==> src/rtl/mcirq_pkg.sv <==
package mcirq_pkg;

    localparam int ID_W = 10;
    localparam int AW   = 12;

    localparam logic [AW-1:0] OFF_IDENT   = 12'h000;
    localparam logic [AW-1:0] OFF_EN_SET  = 12'h030;
    localparam logic [AW-1:0] OFF_EN_CLR  = 12'h034;
    localparam logic [AW-1:0] OFF_ACK     = 12'h044;
    localparam logic [AW-1:0] OFF_MSK_SET = 12'h048;
    localparam logic [AW-1:0] OFF_MSK_CLR = 12'h04C;
    localparam logic [AW-1:0] OFF_ROUTE   = 12'h100;

    localparam logic [ID_W-1:0] ID_NONE = 10'h3FF;

    typedef enum logic [2:0] {
        WOP_NONE,
        WOP_EN_SET,
        WOP_EN_CLR,
        WOP_MSK_SET,
        WOP_MSK_CLR,
        WOP_ROUTE
    } wop_e;

    typedef enum logic [1:0] {
        ROP_ZERO,
        ROP_IDENT,
        ROP_ROUTE,
        ROP_ACK
    } rop_e;

    typedef struct packed {
        wop_e            wop;
        rop_e            rop;
        logic [ID_W-1:0] wid;
        logic [ID_W-1:0] aid;
    } bus_dec_t;

endpackage

==> src/rtl/mcirq_decode.sv <==
module mcirq_decode
    import mcirq_pkg::*;
#(
    parameter int NSRC = 32
) (
    input  logic          wr_en_i,
    input  logic          rd_en_i,
    input  logic          bank_i,
    input  logic [AW-1:0] addr_i,
    input  logic [31:0]   wdata_i,
    output bus_dec_t      dec_o
);

    logic          num_ok;
    logic          route_hit;
    logic [AW-1:0] roff;

    always_comb begin
        num_ok    = (wdata_i < 32'(NSRC));
        roff      = addr_i - OFF_ROUTE;
        route_hit = (addr_i[1:0] == 2'b00) && (addr_i >= OFF_ROUTE)
                    && ((roff >> 2) < AW'(NSRC));

        dec_o.wid = wdata_i[ID_W-1:0];
        dec_o.aid = roff[AW-1:2];
        dec_o.wop = WOP_NONE;
        dec_o.rop = ROP_ZERO;

        if (wr_en_i) begin
            if (!bank_i) begin
                if (addr_i == OFF_EN_SET && num_ok)      dec_o.wop = WOP_EN_SET;
                else if (addr_i == OFF_EN_CLR && num_ok) dec_o.wop = WOP_EN_CLR;
                else if (route_hit)                      dec_o.wop = WOP_ROUTE;
            end else begin
                if (addr_i == OFF_MSK_SET && num_ok)      dec_o.wop = WOP_MSK_SET;
                else if (addr_i == OFF_MSK_CLR && num_ok) dec_o.wop = WOP_MSK_CLR;
            end
        end

        if (rd_en_i) begin
            if (!bank_i) begin
                if (addr_i == OFF_IDENT) dec_o.rop = ROP_IDENT;
                else if (route_hit)      dec_o.rop = ROP_ROUTE;
            end else if (addr_i == OFF_ACK) begin
                dec_o.rop = ROP_ACK;
            end
        end
    end

endmodule

==> src/rtl/mcirq_state.sv <==
module mcirq_state
    import mcirq_pkg::*;
#(
    parameter int NSRC  = 32,
    parameter int NCPU  = 4,
    parameter int CPU_W = 2
) (
    input  logic                       clk,
    input  logic                       rst_n,
    input  bus_dec_t                   dec_i,
    input  logic [CPU_W-1:0]           cpu_sel_i,
    input  logic [NCPU-1:0]            route_wr_i,
    output logic [NSRC-1:0]            en_o,
    output logic [NCPU-1:0][NSRC-1:0]  msk_o,
    output logic [NSRC-1:0][NCPU-1:0]  rt_o
);

    typedef struct packed {
        logic [NSRC-1:0]           en;
        logic [NCPU-1:0][NSRC-1:0] msk;
        logic [NSRC-1:0][NCPU-1:0] rt;
    } st_t;

    localparam st_t ST_RST = '{en: '0, msk: '1, rt: '0};

    st_t st_d, st_q;

    always_comb begin
        st_d = st_q;
        for (int n = 0; n < NSRC; n++) begin
            if (dec_i.wid == ID_W'(n)) begin
                if (dec_i.wop == WOP_EN_SET) st_d.en[n] = 1'b1;
                if (dec_i.wop == WOP_EN_CLR) st_d.en[n] = 1'b0;
                for (int c = 0; c < NCPU; c++) begin
                    if (cpu_sel_i == CPU_W'(c)) begin
                        if (dec_i.wop == WOP_MSK_SET) st_d.msk[c][n] = 1'b1;
                        if (dec_i.wop == WOP_MSK_CLR) st_d.msk[c][n] = 1'b0;
                    end
                end
            end
            if (dec_i.wop == WOP_ROUTE && dec_i.aid == ID_W'(n)) begin
                st_d.rt[n] = route_wr_i;
            end
        end
    end

    always_ff @(posedge clk or negedge rst_n) begin
        if (!rst_n) st_q <= ST_RST;
        else        st_q <= st_d;
    end

    assign en_o  = st_q.en;
    assign msk_o = st_q.msk;
    assign rt_o  = st_q.rt;

endmodule

==> src/rtl/mcirq_pick.sv <==
module mcirq_pick
    import mcirq_pkg::*;
#(
    parameter int NSRC = 32
) (
    input  logic [NSRC-1:0] elig_i,
    output logic            hit_o,
    output logic [ID_W-1:0] id_o
);

    always_comb begin
        hit_o = 1'b0;
        id_o  = ID_NONE;
        for (int n = NSRC - 1; n >= 0; n--) begin
            if (elig_i[n]) begin
                hit_o = 1'b1;
                id_o  = ID_W'(n);
            end
        end
    end

endmodule

==> src/rtl/mcirq_dist.sv <==
module mcirq_dist
    import mcirq_pkg::*;
#(
    parameter int NSRC  = 32,
    parameter int NCPU  = 4,
    parameter int CPU_W = (NCPU > 1) ? $clog2(NCPU) : 1
) (
    input  logic             clk,
    input  logic             rst_n,
    input  logic [NSRC-1:0]  src_i,
    input  logic [CPU_W-1:0] cpu_sel_i,
    input  logic             bank_i,
    input  logic             wr_en_i,
    input  logic             rd_en_i,
    input  logic [AW-1:0]    addr_i,
    input  logic [31:0]      wdata_i,
    output logic [31:0]      rdata_o,
    output logic [NCPU-1:0]  irq_o
);

    localparam logic [31:0] IDENT_WORD = 32'(NSRC) << 2;

    bus_dec_t                  dec;
    logic [NSRC-1:0]           st_en;
    logic [NCPU-1:0][NSRC-1:0] st_msk;
    logic [NSRC-1:0][NCPU-1:0] st_rt;
    logic [NCPU-1:0][NSRC-1:0] elig;
    logic [NCPU-1:0]           hit;
    logic [NCPU-1:0][ID_W-1:0] ack_id;

    mcirq_decode #(.NSRC(NSRC)) decode_i (
        .wr_en_i (wr_en_i),
        .rd_en_i (rd_en_i),
        .bank_i  (bank_i),
        .addr_i  (addr_i),
        .wdata_i (wdata_i),
        .dec_o   (dec)
    );

    mcirq_state #(.NSRC(NSRC), .NCPU(NCPU), .CPU_W(CPU_W)) state_i (
        .clk        (clk),
        .rst_n      (rst_n),
        .dec_i      (dec),
        .cpu_sel_i  (cpu_sel_i),
        .route_wr_i (wdata_i[NCPU-1:0]),
        .en_o       (st_en),
        .msk_o      (st_msk),
        .rt_o       (st_rt)
    );

    for (genvar c = 0; c < NCPU; c++) begin : g_cpu
        always_comb begin
            for (int n = 0; n < NSRC; n++) begin
                elig[c][n] = src_i[n] & st_en[n] & ~st_msk[c][n] & st_rt[n][c];
            end
        end

        mcirq_pick #(.NSRC(NSRC)) pick_i (
            .elig_i (elig[c]),
            .hit_o  (hit[c]),
            .id_o   (ack_id[c])
        );
    end

    typedef struct packed {
        logic [NCPU-1:0] irq;
        logic [31:0]     rdata;
    } out_t;

    out_t            out_d, out_q;
    logic [NCPU-1:0] rt_rd;

    always_comb begin
        out_d     = out_q;
        out_d.irq = hit;

        rt_rd = '0;
        for (int n = 0; n < NSRC; n++) begin
            if (dec.aid == ID_W'(n)) rt_rd = st_rt[n];
        end

        if (rd_en_i) begin
            case (dec.rop)
                ROP_IDENT: out_d.rdata = IDENT_WORD;
                ROP_ROUTE: out_d.rdata = 32'(rt_rd);
                ROP_ACK:   out_d.rdata = 32'(ack_id[cpu_sel_i]);
                default:   out_d.rdata = '0;
            endcase
        end
    end

    always_ff @(posedge clk or negedge rst_n) begin
        if (!rst_n) out_q <= '0;
        else        out_q <= out_d;
    end

    assign rdata_o = out_q.rdata;
    assign irq_o   = out_q.irq;

endmodule

==> config.mk <==
export PLATFORM = sky130hd
export DESIGN_NAME = mcirq_dist
export DESIGN_NICKNAME = d
export VERILOG_FILES = /design/src/rtl/mcirq_pkg.sv /design/src/rtl/mcirq_decode.sv /design/src/rtl/mcirq_state.sv /design/src/rtl/mcirq_pick.sv /design/src/rtl/mcirq_dist.sv
export SDC_FILE = /design/constraint.sdc
export NUM_CORES = 1
export LEC_CHECK = 0
export BUFFER_PORTS_ARGS = -buffer_cell sky130_fd_sc_hd__clkbuf_2
export CAP_MARGIN = 20
export CORE_MARGIN = 2
export CORE_UTILIZATION = 60
export DETAILED_ROUTE_END_ITERATION = 7
export PLACE_DENSITY = 0.9
export SLEW_MARGIN = 25
export SYNTH_ARGS = -nofsm -noshare
export SYNTH_HDL_FRONTEND = slang
export SYNTH_HIERARCHICAL = 1
export SYNTH_SLANG_ARGS = --single-unit
==> constraint.sdc <==
create_clock -name clk -period 6.4 [get_ports clk]
set_clock_uncertainty 0.1 [all_clocks]
set_input_delay 0.64 -clock clk [delete_from_list [all_inputs] [get_ports clk]]
set_output_delay 0.64 -clock clk [all_outputs]
set_load 0.01 [all_outputs]
==> impl_metrics.py <==
metrics = {
    "die": {
        "ios": 119,
        "dieArea_um2": 31100,
        "coreArea_um2": 29500,
        "initial_core_util": 0.605,
        "fp-row-count": 63,
        "die_w_um": 176,
        "die_h_um": 176,
    },
    "worst_setup_path": {
        "required_ns": 6.78,
        "critPathCaptureType": "flop",
        "r2r_slack_ns": 2.68,
        "cp-start-kind": "primary input",
        "cp.arrival_ns": 4.51,
        "r2r-start": "state_i/rt_o[104]$_DFFE_PN0P_",
        "critPathMaxFanout": 76,
        "worstSetupPathType": "primary input to flop",
        "r2r-end": "rdata_o[0]$_DFFE_PN0P_",
        "ff2ff_path_depth": 10,
    },
    "hold_path": {
        "hold_end": "state_i/en_o[21]$_DFFE_PN0P_",
        "hold_class": "flop to flop",
        "hp-start": "state_i/en_o[21]$_DFFE_PN0P_",
        "hold_depth": 1,
    },
    "drt": {
        "vias": 16100,
        "drc_errors": 0,
        "avgViaCountPerCell": 7.15,
        "first_pass_iters": 6,
        "drt_iter0_markers": 2653,
        "detail-route-antenna-nets": 0,
        "routedWlPerCell_um": 28.3,
        "totalWireLength_mm": 63.6,
    },
    "layout": {
        "finalNetCount": 1916,
        "finalInstanceArea_um2": 19500,
        "finish.utilization": 0.661,
        "final_common_cell": "dfrtp_1",
        "drive_gt1_frac": 0.281,
        "areaGrowthSynthToFinish_pct": 9.17,
        "final_cell_mix": "dfrtp_1 (174), mux2_2 (144), o21ai_0 (142)",
    },
    "logic_synthesis": {
        "synthTopCellsByArea": "dfrtp_1 (24%), dfstp_2 (19%), mux2_2 (9.1%)",
        "ys_warn_count": 6,
        "synthFlopType": "dfrtp_1",
        "netlist.top_cell.by_area": "dfrtp_1",
        "yosys.area_share.xor_xnor": 0.000982,
        "synthSimpleGateAreaFrac": 0.211,
        "synth_compound_area_frac": 0.184,
        "synth_top_family_by_area": "simple AND/OR/NAND/NOR gates",
        "synthArstFlopShare": 1.00,
        "syn_avg_cell_area_um2": 9.83,
        "ys_seq_area_frac": 0.433,
        "synth_cell_types": 92,
        "synthMuxAreaShare": 0.113,
        "synth_top_area_frac": 0.244,
        "synth_edf_count": 0,
        "postSynthCellCount": 1814,
        "synth-seq-cells": 302,
        "synth_area_um2": 17800,
        "synth_fa_ha_area_frac": 0.00140,
    },
    "sta": {
        "fin_crit_ns": 4.13,
        "tightest_slew_ns": 1.17,
        "setup_violations": 0,
        "setup_slack_ns": 2.27,
        "slew_headroom": 0.220,
        "period_share": 0.645,
        "max_freq_ghz": 0.242,
        "finalHoldViolCount": 0,
        "rsz0062_at_grt": "false",
        "tns_ns": 0,
        "slew_violations": 0,
    },
    "global_routing": {
        "overflow": 0,
        "grt_pass1_wl_mm": 93.1,
        "grt_pass1_vias": 14800,
        "antenna_found_initial": 5,
        "track_usage": 0.404,
        "grt_max_degree": 162,
    },
    "pwr": {
        "powerDensity_nw_per_um2": 215,
        "worst_ir_drop_vdd_v": 0.000251,
        "p_leak_uw": 0.00776,
    },
    "placed_design": {
        "port_buffers": 96,
        "place_congestion": 1.05,
        "place_area_um2": 18300,
        "hpwl_mm": 46.2,
        "place_ws_ns": 1.92,
    },
    "clock_tree": {
        "h-tree-depth": 1,
        "clkSinkCount": 302,
        "clk_pin_slew_worst_paths_ns": 0.06,
        "cts_buffers": 31,
        "cts_root_buf": "clkbuf_16",
        "cts_tree": "built",
        "max-clock-path-buffers": 3,
        "clk_latency_ns": 0.59,
    },
    "run": {
        "maxCapViolations": 0,
    },
    "outcome": {
        "outcome": "finished, final reports clean",
    },
}
-- registers in the layout, summed over array words and instances (netlist names) --
| register | cells |
|---|---|
| state_i/msk_o | 128 |
| irq_o | 4 |
| rdata_o | 10 |
| state_i/en_o | 32 |
| state_i/rt_o | 128 |
-- routing by layer --
layer | up-vias | share of wire | global-route usage
met5 | - | 0.00020 | 0
met4 | 2 | 0.046 | 0.155
met3 | 215 | 0.15 | 0.131
met2 | 1259 | 0.42 | 0.575
met1 | 7827 | 0.39 | 0.575
li1 | 6779 | - | -
-- per-stage QoR --
| stage | instances | total power, µW | hold slack [ns] |
|---|---|---|---|
| after global routing | 2246 | 4280 | 0.408 |
| final | 2248 | 4180 | 0.395 |
| after CTS | 2244 | 4180 | 0.157 |
| after floorplan | 1835 | 2070 | 0.244 |
| after global placement | 2185 | 2160 | 0.371 |
| after detailed placement | 2186 | 2170 | 0.379 |
-- repair_timing --
action                                  in CTS  in global routing
hold buffers                                 0                  1
hold endpoints to repair                     0                 45
gates resized for setup                      0                  0
endpoints found under the setup margin       0                  0
buffers inserted                             0                  0
-- cells by family (layout without fill, tap and decap cells) --
family                     Yosys count  after routing
muxes                              169            169
other                                1             24
and+or+nand+nor                    622            622
DFF                                302            302
xor gates and xnor gates             2              2
AOI/OAI and AO/OA                  525            525
buffers and inverters              191            212
adders and majority gates            2              2
-- cells in the mapped netlist, drive strengths merged, types with 4 or more instances --
library cell and instances:
o21bai 13, and2b 6, o22a 6, mux2i 11
nor3 59, o221ai 4, a21oi 123, o211ai 9
a22oi 6, o31ai 88, a211oi 11, mux4 11
dfstp 128, mux2 147, a21boi 12, a31oi 58
inv 36, o21a 5, nand4 10, or2 5
or3b 5, nor2 130, nor2b 19, nor4 31
nor3b 129, a221o 9, nand2 97, or3 14
nand2b 20, nand4b 5, or4 11, and2 11
o21ai 144, dfrtp 174, buf 93, o311ai 10
clkbuf 61, nand3 50, nand3b 4, o22ai 4
-- power by group --
part | internal, µW | switching (µW) | leakage [µW]
combinational | 56.7 | 172 | 0.00345
sequential | 1910 | 1.08 | 0.00375
clock | 1230 | 805 | 0.000559
-- cell type report --
class	count	area (µm²)
clock buffer	36	815
antenna	2	5.00
timing repair buffer	117	703
inverter	37	139
clock inverter	22	329
fill	2367	10000
sequential	302	7720
tap	390	488
multi-input combinational	1342	9280
-- how the worst max path moves through the flow --
stage,depth (start not counted),slack (ns),to,start
2_1_floorplan,9,2.69,state_i/rt_o[100]$_DFFE_PN0P_,addr_i[8]
3_3_place_gp,9,1.98,state_i/msk_o[108]$_DFFE_PN1P_,addr_i[4]
3_5_place_dp,13,1.92,state_i/msk_o[46]$_DFFE_PN1P_,addr_i[3]
4_1_cts,13,2.48,state_i/msk_o[42]$_DFFE_PN1P_,addr_i[3]
5_1_grt,13,2.11,state_i/msk_o[43]$_DFFE_PN1P_,addr_i[3]
6_report,13,2.27,state_i/msk_o[42]$_DFFE_PN1P_,addr_i[3]
-- worst max-delay path: stages --
cell      delay (ns)
clkbuf_2        0.09
buf_4           0.69
nand2_1         0.18
nor4_1          0.30
nor2_1          0.08
o41ai_1         0.26
buf_4           0.22
nor3b_2         0.05
buf_4           0.30
o211ai_1        0.71
buf_4           0.60
o21ai_0         0.21
o31ai_1         0.11
Power figures use the tool's default switching activity.
